**src/rtl/pmc_pkg.sv**
```systemverilog
package pmc_pkg;
  typedef enum logic [1:0] {
    LS_INV = 2'd0,
    LS_SHR = 2'd1,
    LS_EXC = 2'd2,
    LS_MOD = 2'd3
  } line_st_e;

  typedef enum logic [1:0] {
    ST_IDLE = 2'd0,
    ST_XL   = 2'd1,
    ST_SCAN = 2'd2,
    ST_WB   = 2'd3
  } pmc_st_e;

  typedef enum logic [1:0] {
    K_PG_FLUSH = 2'd0,
    K_PG_INV   = 2'd1,
    K_ALL_WB   = 2'd2,
    K_ALL_INV  = 2'd3
  } pmc_kind_e;

  function automatic logic kind_writes_back(input pmc_kind_e k);
    return (k == K_PG_FLUSH) || (k == K_ALL_WB);
  endfunction

  function automatic logic kind_whole(input pmc_kind_e k);
    return (k == K_ALL_WB) || (k == K_ALL_INV);
  endfunction
endpackage

```
**src/rtl/pmc_walk.sv**
```systemverilog
module pmc_walk #(
  parameter int IDX_W = 7,
  parameter int WAY_W = 1,
  parameter int WAYS  = 2,
  parameter int PGL_W = 7,
  parameter int SET_W = 7
) (
  input  logic             clk,
  input  logic             rst_n,
  input  logic             start,
  input  logic             whole,
  input  logic             step,
  output logic [IDX_W-1:0] idx,
  output logic [WAY_W-1:0] way,
  output logic             last
);
  localparam logic [IDX_W-1:0] PG_TOP  = IDX_W'((1 << PGL_W) - 1);
  localparam logic [IDX_W-1:0] ALL_TOP = IDX_W'((1 << SET_W) - 1);
  localparam logic [WAY_W-1:0] WAY_TOP = WAY_W'(WAYS - 1);

  function automatic logic [IDX_W-1:0] idx_limit(input logic all_sets);
    return all_sets ? ALL_TOP : PG_TOP;
  endfunction

  logic way_wrap;
  assign way_wrap = (way == WAY_TOP);
  assign last     = way_wrap && (idx == idx_limit(whole));

  always_ff @(posedge clk) begin
    if (!rst_n || start) begin
      idx <= '0;
      way <= '0;
    end else if (step) begin
      if (way_wrap) begin
        way <= '0;
        idx <= idx + 1'b1;
      end else begin
        way <= way + 1'b1;
      end
    end
  end

  assert_walk_ascend_R7: assert property (@(posedge clk) disable iff (!rst_n)
    (step && !start && !last && way_wrap) |=> (idx == $past(idx) + 1'b1) && (way == '0));
  assert_walk_hold_R7: assert property (@(posedge clk) disable iff (!rst_n)
    (!step && !start) |=> $stable(idx) && $stable(way));
endmodule

```
**src/rtl/pmc_status.sv**
```systemverilog
module pmc_status #(
  parameter int ADDR_W = 32,
  parameter int PAGE_W = 12
) (
  input  logic                     clk,
  input  logic                     rst_n,
  input  logic                     accept,
  input  logic [ADDR_W-1:0]        wdata,
  input  logic                     fault_evt,
  input  logic                     busy,
  output logic [ADDR_W-PAGE_W-1:0] vpn,
  output logic                     inv_only,
  output logic                     fault,
  output logic [ADDR_W-1:0]        rdata
);
  localparam int VPN_W = ADDR_W - PAGE_W;

  logic unused_wbits;
  assign unused_wbits = ^wdata[PAGE_W-1:1];

  function automatic logic [ADDR_W-1:0] pack_status(
    input logic [VPN_W-1:0] p, input logic b, input logic f, input logic o);
    return {p, {(PAGE_W-3){1'b0}}, b, f, o};
  endfunction

  always_ff @(posedge clk) begin
    if (!rst_n) begin
      vpn      <= '0;
      inv_only <= 1'b0;
      fault    <= 1'b0;
    end else if (accept) begin
      vpn      <= wdata[ADDR_W-1:PAGE_W];
      inv_only <= wdata[0];
      fault    <= 1'b0;
    end else if (fault_evt) begin
      fault    <= 1'b1;
    end
  end

  assign rdata = pack_status(vpn, busy, fault, inv_only);

  assert_fault_clear_R3: assert property (@(posedge clk) disable iff (!rst_n)
    accept |=> !rdata[1] && (rdata[ADDR_W-1:PAGE_W] == $past(wdata[ADDR_W-1:PAGE_W])));
  assert_fault_sticky_R2: assert property (@(posedge clk) disable iff (!rst_n)
    (fault && !accept) |=> fault);
endmodule

```
**src/rtl/page_maint_ctrl.sv**
```systemverilog
module page_maint_ctrl
  import pmc_pkg::*;
#(
  parameter int ADDR_W = 32,
  parameter int PAGE_W = 12,
  parameter int LINE_W = 5,
  parameter int SET_W  = 7,
  parameter int WAYS   = 2,
  localparam int VPN_W   = ADDR_W - PAGE_W,
  localparam int LADDR_W = ADDR_W - LINE_W,
  localparam int TAG_W   = LADDR_W - SET_W,
  localparam int WAY_W   = (WAYS > 1) ? $clog2(WAYS) : 1
) (
  input  logic               clk,
  input  logic               rst_n,
  input  logic               reg_wr,
  input  logic [ADDR_W-1:0]  reg_wdata,
  output logic [ADDR_W-1:0]  reg_rdata,
  input  logic               cmd_wbinv_all,
  input  logic               cmd_inv_all,
  output logic               busy,
  output logic               xl_req,
  output logic [VPN_W-1:0]   xl_vpn,
  input  logic               xl_ack,
  input  logic               xl_fault,
  input  logic [VPN_W-1:0]   xl_pfn,
  output logic [SET_W-1:0]   arr_set,
  output logic [WAY_W-1:0]   arr_way,
  input  logic [1:0]         arr_state,
  input  logic [TAG_W-1:0]   arr_tag,
  output logic               arr_wr,
  output logic               wb_req,
  output logic [LADDR_W-1:0] wb_addr,
  input  logic               wb_ack
);
  localparam int PGL_W = PAGE_W - LINE_W;
  localparam int IDX_W = (PGL_W > SET_W) ? PGL_W : SET_W;

  function automatic logic [LADDR_W-1:0] page_line(
    input logic [VPN_W-1:0] frame, input logic [IDX_W-1:0] i);
    return {frame, i[PGL_W-1:0]};
  endfunction

  function automatic logic [SET_W-1:0] set_of(input logic [LADDR_W-1:0] l);
    return l[SET_W-1:0];
  endfunction

  function automatic logic [TAG_W-1:0] tag_of(input logic [LADDR_W-1:0] l);
    return l[LADDR_W-1:SET_W];
  endfunction

  pmc_st_e          st_q, st_d;
  pmc_kind_e        kind_q;
  logic [VPN_W-1:0] pfn_q;
  logic             start_pg, start_all, walk_start;
  logic             fault_evt, xl_ok_evt;
  logic             whole, wants_wb;
  logic [IDX_W-1:0] idx;
  logic             walk_last, step;
  logic [LADDR_W-1:0] line_cur;
  logic             tag_hit, line_live, hit, need_wb, wb_done;
  logic             st_inv_only, st_fault;

  assign start_pg   = reg_wr && (st_q == ST_IDLE);
  assign start_all  = !reg_wr && (cmd_wbinv_all || cmd_inv_all) && (st_q == ST_IDLE);
  assign walk_start = start_pg || start_all;
  assign fault_evt  = (st_q == ST_XL) && xl_ack && xl_fault;
  assign xl_ok_evt  = (st_q == ST_XL) && xl_ack && !xl_fault;
  assign whole      = kind_whole(kind_q);
  assign wants_wb   = kind_writes_back(kind_q);
  assign busy       = (st_q != ST_IDLE);
  assign xl_req     = (st_q == ST_XL);

  pmc_status #(.ADDR_W(ADDR_W), .PAGE_W(PAGE_W)) u_status (
    .clk      (clk),
    .rst_n    (rst_n),
    .accept   (start_pg),
    .wdata    (reg_wdata),
    .fault_evt(fault_evt),
    .busy     (busy),
    .vpn      (xl_vpn),
    .inv_only (st_inv_only),
    .fault    (st_fault),
    .rdata    (reg_rdata)
  );

  pmc_walk #(.IDX_W(IDX_W), .WAY_W(WAY_W), .WAYS(WAYS), .PGL_W(PGL_W), .SET_W(SET_W)) u_walk (
    .clk  (clk),
    .rst_n(rst_n),
    .start(walk_start),
    .whole(whole),
    .step (step),
    .idx  (idx),
    .way  (arr_way),
    .last (walk_last)
  );

  always_comb begin
    line_cur  = page_line(pfn_q, idx);
    arr_set   = whole ? idx[SET_W-1:0] : set_of(line_cur);
    tag_hit   = whole || (arr_tag == tag_of(line_cur));
    line_live = (line_st_e'(arr_state) != LS_INV);
    hit       = (st_q == ST_SCAN) && line_live && tag_hit;
    need_wb   = hit && (line_st_e'(arr_state) == LS_MOD) && wants_wb;
    wb_done   = (st_q == ST_WB) && wb_ack;
    arr_wr    = (hit && !need_wb) || wb_done;
    step      = ((st_q == ST_SCAN) && !need_wb) || wb_done;
    wb_req    = (st_q == ST_WB);
    wb_addr   = whole ? {arr_tag, idx[SET_W-1:0]} : line_cur;
  end

  always_comb begin
    st_d = st_q;
    unique case (st_q)
      ST_IDLE: if (start_pg) st_d = ST_XL;
               else if (start_all) st_d = ST_SCAN;
      ST_XL:   if (fault_evt) st_d = ST_IDLE;
               else if (xl_ok_evt) st_d = ST_SCAN;
      ST_SCAN: if (need_wb) st_d = ST_WB;
               else if (walk_last) st_d = ST_IDLE;
      ST_WB:   if (wb_ack) st_d = walk_last ? ST_IDLE : ST_SCAN;
      default: st_d = ST_IDLE;
    endcase
  end

  always_ff @(posedge clk) begin
    if (!rst_n) begin
      st_q   <= ST_IDLE;
      kind_q <= K_PG_FLUSH;
      pfn_q  <= '0;
    end else begin
      st_q <= st_d;
      if (start_pg)
        kind_q <= reg_wdata[0] ? K_PG_INV : K_PG_FLUSH;
      else if (start_all)
        kind_q <= cmd_wbinv_all ? K_ALL_WB : K_ALL_INV;
      if (xl_ok_evt)
        pfn_q <= xl_pfn;
    end
  end

  assert_start_req_R1: assert property (@(posedge clk) disable iff (!rst_n)
    start_pg |=> busy && xl_req);
  assert_fault_quiet_R2: assert property (@(posedge clk) disable iff (!rst_n)
    fault_evt |=> !busy && st_fault);
  assert_mode_match_R11: assert property (@(posedge clk) disable iff (!rst_n)
    (busy && !whole) |-> (st_inv_only == (kind_q == K_PG_INV)));
  assert_wb_hold_R4: assert property (@(posedge clk) disable iff (!rst_n)
    (wb_req && !wb_ack) |=> wb_req && $stable(wb_addr));
  assert_inv_after_ack_R4: assert property (@(posedge clk) disable iff (!rst_n)
    (arr_wr && (line_st_e'(arr_state) == LS_MOD) && wants_wb) |-> wb_ack);
  assert_no_wb_inv_R5: assert property (@(posedge clk) disable iff (!rst_n)
    (busy && !wants_wb) |-> !wb_req);
  assert_skip_invalid_R6: assert property (@(posedge clk) disable iff (!rst_n)
    (line_st_e'(arr_state) == LS_INV) |-> !arr_wr && !wb_req);
  assert_idle_quiet_R10: assert property (@(posedge clk) disable iff (!rst_n)
    !busy |-> !arr_wr && !wb_req && !xl_req);
  assert_busy_hold_R10: assert property (@(posedge clk) disable iff (!rst_n)
    (busy && reg_wr) |=> $stable(xl_vpn));
endmodule

```
**config.mk**
```make
export PLATFORM = sky130hd
export DESIGN_NAME = page_maint_ctrl
export DESIGN_NICKNAME = d
export VERILOG_FILES = /design/src/rtl/pmc_pkg.sv /design/src/rtl/pmc_walk.sv /design/src/rtl/pmc_status.sv /design/src/rtl/page_maint_ctrl.sv
export SDC_FILE = /design/constraint.sdc
export NUM_CORES = 1
export LEC_CHECK = 0
export BUFFER_PORTS_ARGS = -buffer_cell sky130_fd_sc_hd__buf_2
export CORE_AREA = 2 2 87 89
export DETAILED_ROUTE_END_ITERATION = 12
export DIE_AREA = 0 0 89 91
export PLACE_DENSITY = 0.88
export SYNTH_ARGS = -nofsm -noshare
export SYNTH_HDL_FRONTEND = slang
export SYNTH_HIERARCHICAL = 1
export SYNTH_SLANG_ARGS = --single-unit
```
**constraint.sdc**
```tcl
create_clock -name clk -period 1.95 [get_ports clk]
set_input_delay 0.0975 -clock clk [delete_from_list [all_inputs] [get_ports clk]]
set_output_delay 0.0975 -clock clk [all_outputs]
set_load 0.01 [all_outputs]
```
==> impl_results.md <==
- Clock Path Buffers: 2
- Slack of the worst reg-to-reg path: -0.08 ns
- I/O Buffers: about 150
- Commonest non-fill, non-tap cell in the layout: sky130_fd_sc_hd__buf_2
- Worst path buffer plus inverter count: 2
- Hold_buf cts: 0
- Violated checks: negative setup slack
- Total Routing Usage GR: 0.1858
- Fraction of layout cells with a size suffix above 1: 0.4400
- Crit share post-route: 1.063
- Post-Synthesis Cells: 350
- Iteration-0 DRC count of the detailed router: 175
- Average instance area after synthesis: a little under 9 um^2
- Skew-Pair Late Insertion Delay: 0.30 ns
- Num CTS Buffers: 5
- Commonest cells after routing, fill and taps aside: sky130_fd_sc_hd__buf_2, sky130_fd_sc_hd__nand2_1, sky130_fd_sc_hd__dfxtp_1, sky130_fd_sc_hd__nor2b_1, sky130_fd_sc_hd__mux2i_1
- Average wire per standard cell: 13.34 um
- RSZ-0062 raised after global routing: yes
- Number of standard-cell rows in the floorplan: 31
- Routed WL: 7.655 mm
- Placed cell count: 562
- DRC viols: 0
- Data arrival, critical path: 1.98 ns
- Run status: finished with violations
- Area added between synthesis and finish: 26.83%
- Post-synth design cell area: around 3100 um^2
- Worst-case setup margin in the final layout: -0.1228 ns
- Area of the core: 7137 um^2
- Filler cell count in the final layout: 682
- Clk pin slew, worst setup/hold paths: 0.10 ns
- Design Power: 2.514 mW
- Area after detailed placement: 3686 um^2
- Max-cap viol count: 0
- Initial DRT Pass Iterations: 6
- Number of antenna violations at the first check in global routing: 0
- Kind of cell adding the most delay to the critical path: simple AND/OR/NAND/NOR gates
- Remaining Overflow, GRT: 0
- Maximum net fanout on the critical path: 2
- Clock period minus final worst setup slack: 2.073 ns
- Type of destination of the critical path: primary output
- Setup Crit Path Kind: reg2out
- Leakage: ~1.9 nW
- First-pass GRT wire length: 12.10 mm
- Max stage delay cell, worst path: sky130_fd_sc_hd__dfxtp_2
- Power density over the cells: 639.1 nW/um^2
- Largest net degree at the start of global routing: 35
- H-tree Lvls: 2
- Final std cell area, no fill: 3934 um^2
- Data required time of the worst path: 1.85 ns
- Root buffer cell: sky130_fd_sc_hd__clkbuf_8
- Cells along the critical path: xor2_2 -> nor4_2 -> nand3_1 -> o21a_1 -> buf_4 -> o31ai_1 -> buf_2
- Clock skew: 0.009604 ns
- Number of nets in the layout: between 500 and 600
- Total number of vias: 2776
- Number of warnings issued by yosys: 6
- Number of antenna diodes: 0
- Height of the chip: just over 90 um
- Global placement routability congestion: 0.8247
- Setup total negative slack: -0.5686 ns
- Cell Count, Final, Fillers Out: 574
- Highest achievable clock rate: 0.4824 GHz
- Count of pins over their slew limit: 0
- Effective utilization at floorplan: 0.4346
- # IOs: 173
- Die Outline Area: 8099 um^2
- Antenna Violating Nets Remaining: 0
- Horizontal die dimension: 89 um
- Crit-path max cell delay: 0.34 ns
- Vias in the first global route: 2742
- Number of failing hold endpoints at the final stage: 0
- Finish-stage setup viols: 8
- Num Clock Sinks: 54
- Via/cell ratio: 4.836
- Launching element type of the critical path: flop
- Clock tree from TritonCTS: built
- Placed wire-length estimate after detailed placement: 5.674 mm
- Peak supply drop: 301.1 uV
- Hold Path Class: in2reg
==> sequential cells by signal, indices dropped and copies added (netlist names) <==
signal,count
pfn_q,20
u_status/vpn,20
u_walk/idx,7
kind_q,2
st_q,2
u_status/fault,1
u_status/inv_only,1
u_walk/way,1
==> routing by layer <==
| layer | global-route usage | part of all wire |
|---|---|---|
| met5 | 0 | 0 |
| met4 | 0.05224 | 0.010 |
| met3 | 0.03727 | 0.063 |
| met2 | 0.3445 | 0.52 |
| met1 | 0.2096 | 0.40 |
==> worst paths after layout <==
path / startpoint / to / cells past startpoint
setup / recovery: pfn_q[10]$_SDFFE_PN0P_ / arr_wr / 7
setup reg to reg: pfn_q[10]$_SDFFE_PN0P_ / u_walk/idx[6]$_SDFFE_PP0P_ / 9
hold reg to reg: pfn_q[17]$_SDFFE_PN0P_ / pfn_q[17]$_SDFFE_PN0P_ / 2
hold / removal: xl_pfn[9] / pfn_q[9]$_SDFFE_PN0P_ / 3
==> report_power, final <==
part	total, mW	internal [mW]	switching, mW	leakage (nW)
Sequential	1.22	1.17	0.0574	0.447
Combinational	0.701	0.328	0.373	1.45
Clock	0.590	0.248	0.341	0.0383
Total	2.51	1.74	0.772	1.94
==> per-stage QoR <==
stage / worst slack [ns] / hold WS, ns / utilization
after detailed placement: -0.1196 / 0.3450 / 0.5165
final: -0.1228 / 0.01265 / 0.5512
after CTS: -0.1483 / 0.01603 / 0.5393
after global routing: -0.2109 / 0.01117 / 0.5512
after global placement: -0.05017 / 0.3381 / 0.5165
after floorplan: 0.1742 / 0.2257 / -
==> final cells by class <==
| cell class | instances | area, um^2 | share of cell area |
|---|---|---|---|
| clock buffers | 7 | 76.32 | 0.01940 |
| inverters | 7 | 26.28 | 0.006679 |
| well taps | 99 | 123.9 | 0.03149 |
| multi-input cells | 241 | 1730 | 0.4399 |
| repair buffers | 166 | 878.3 | 0.2233 |
| flip-flops and latches | 54 | 1099 | 0.2793 |
==> repair_timing <==
item | in CTS | in global routing
pin swaps | 9 | 19
setup endpoints to repair | 9 | 23
resized for setup | 11 | 29
buffers inserted | 5 | 0
endpoints found under the hold margin | 0 | 0
==> tightest hold or removal path, delay by kind of cell <==
family          cells  cell delay [ns]
buf+inv             1             0.10
compound gates      1             0.05
simple gates        1             0.04
Note: power is estimated with default switching activity, not from simulation.
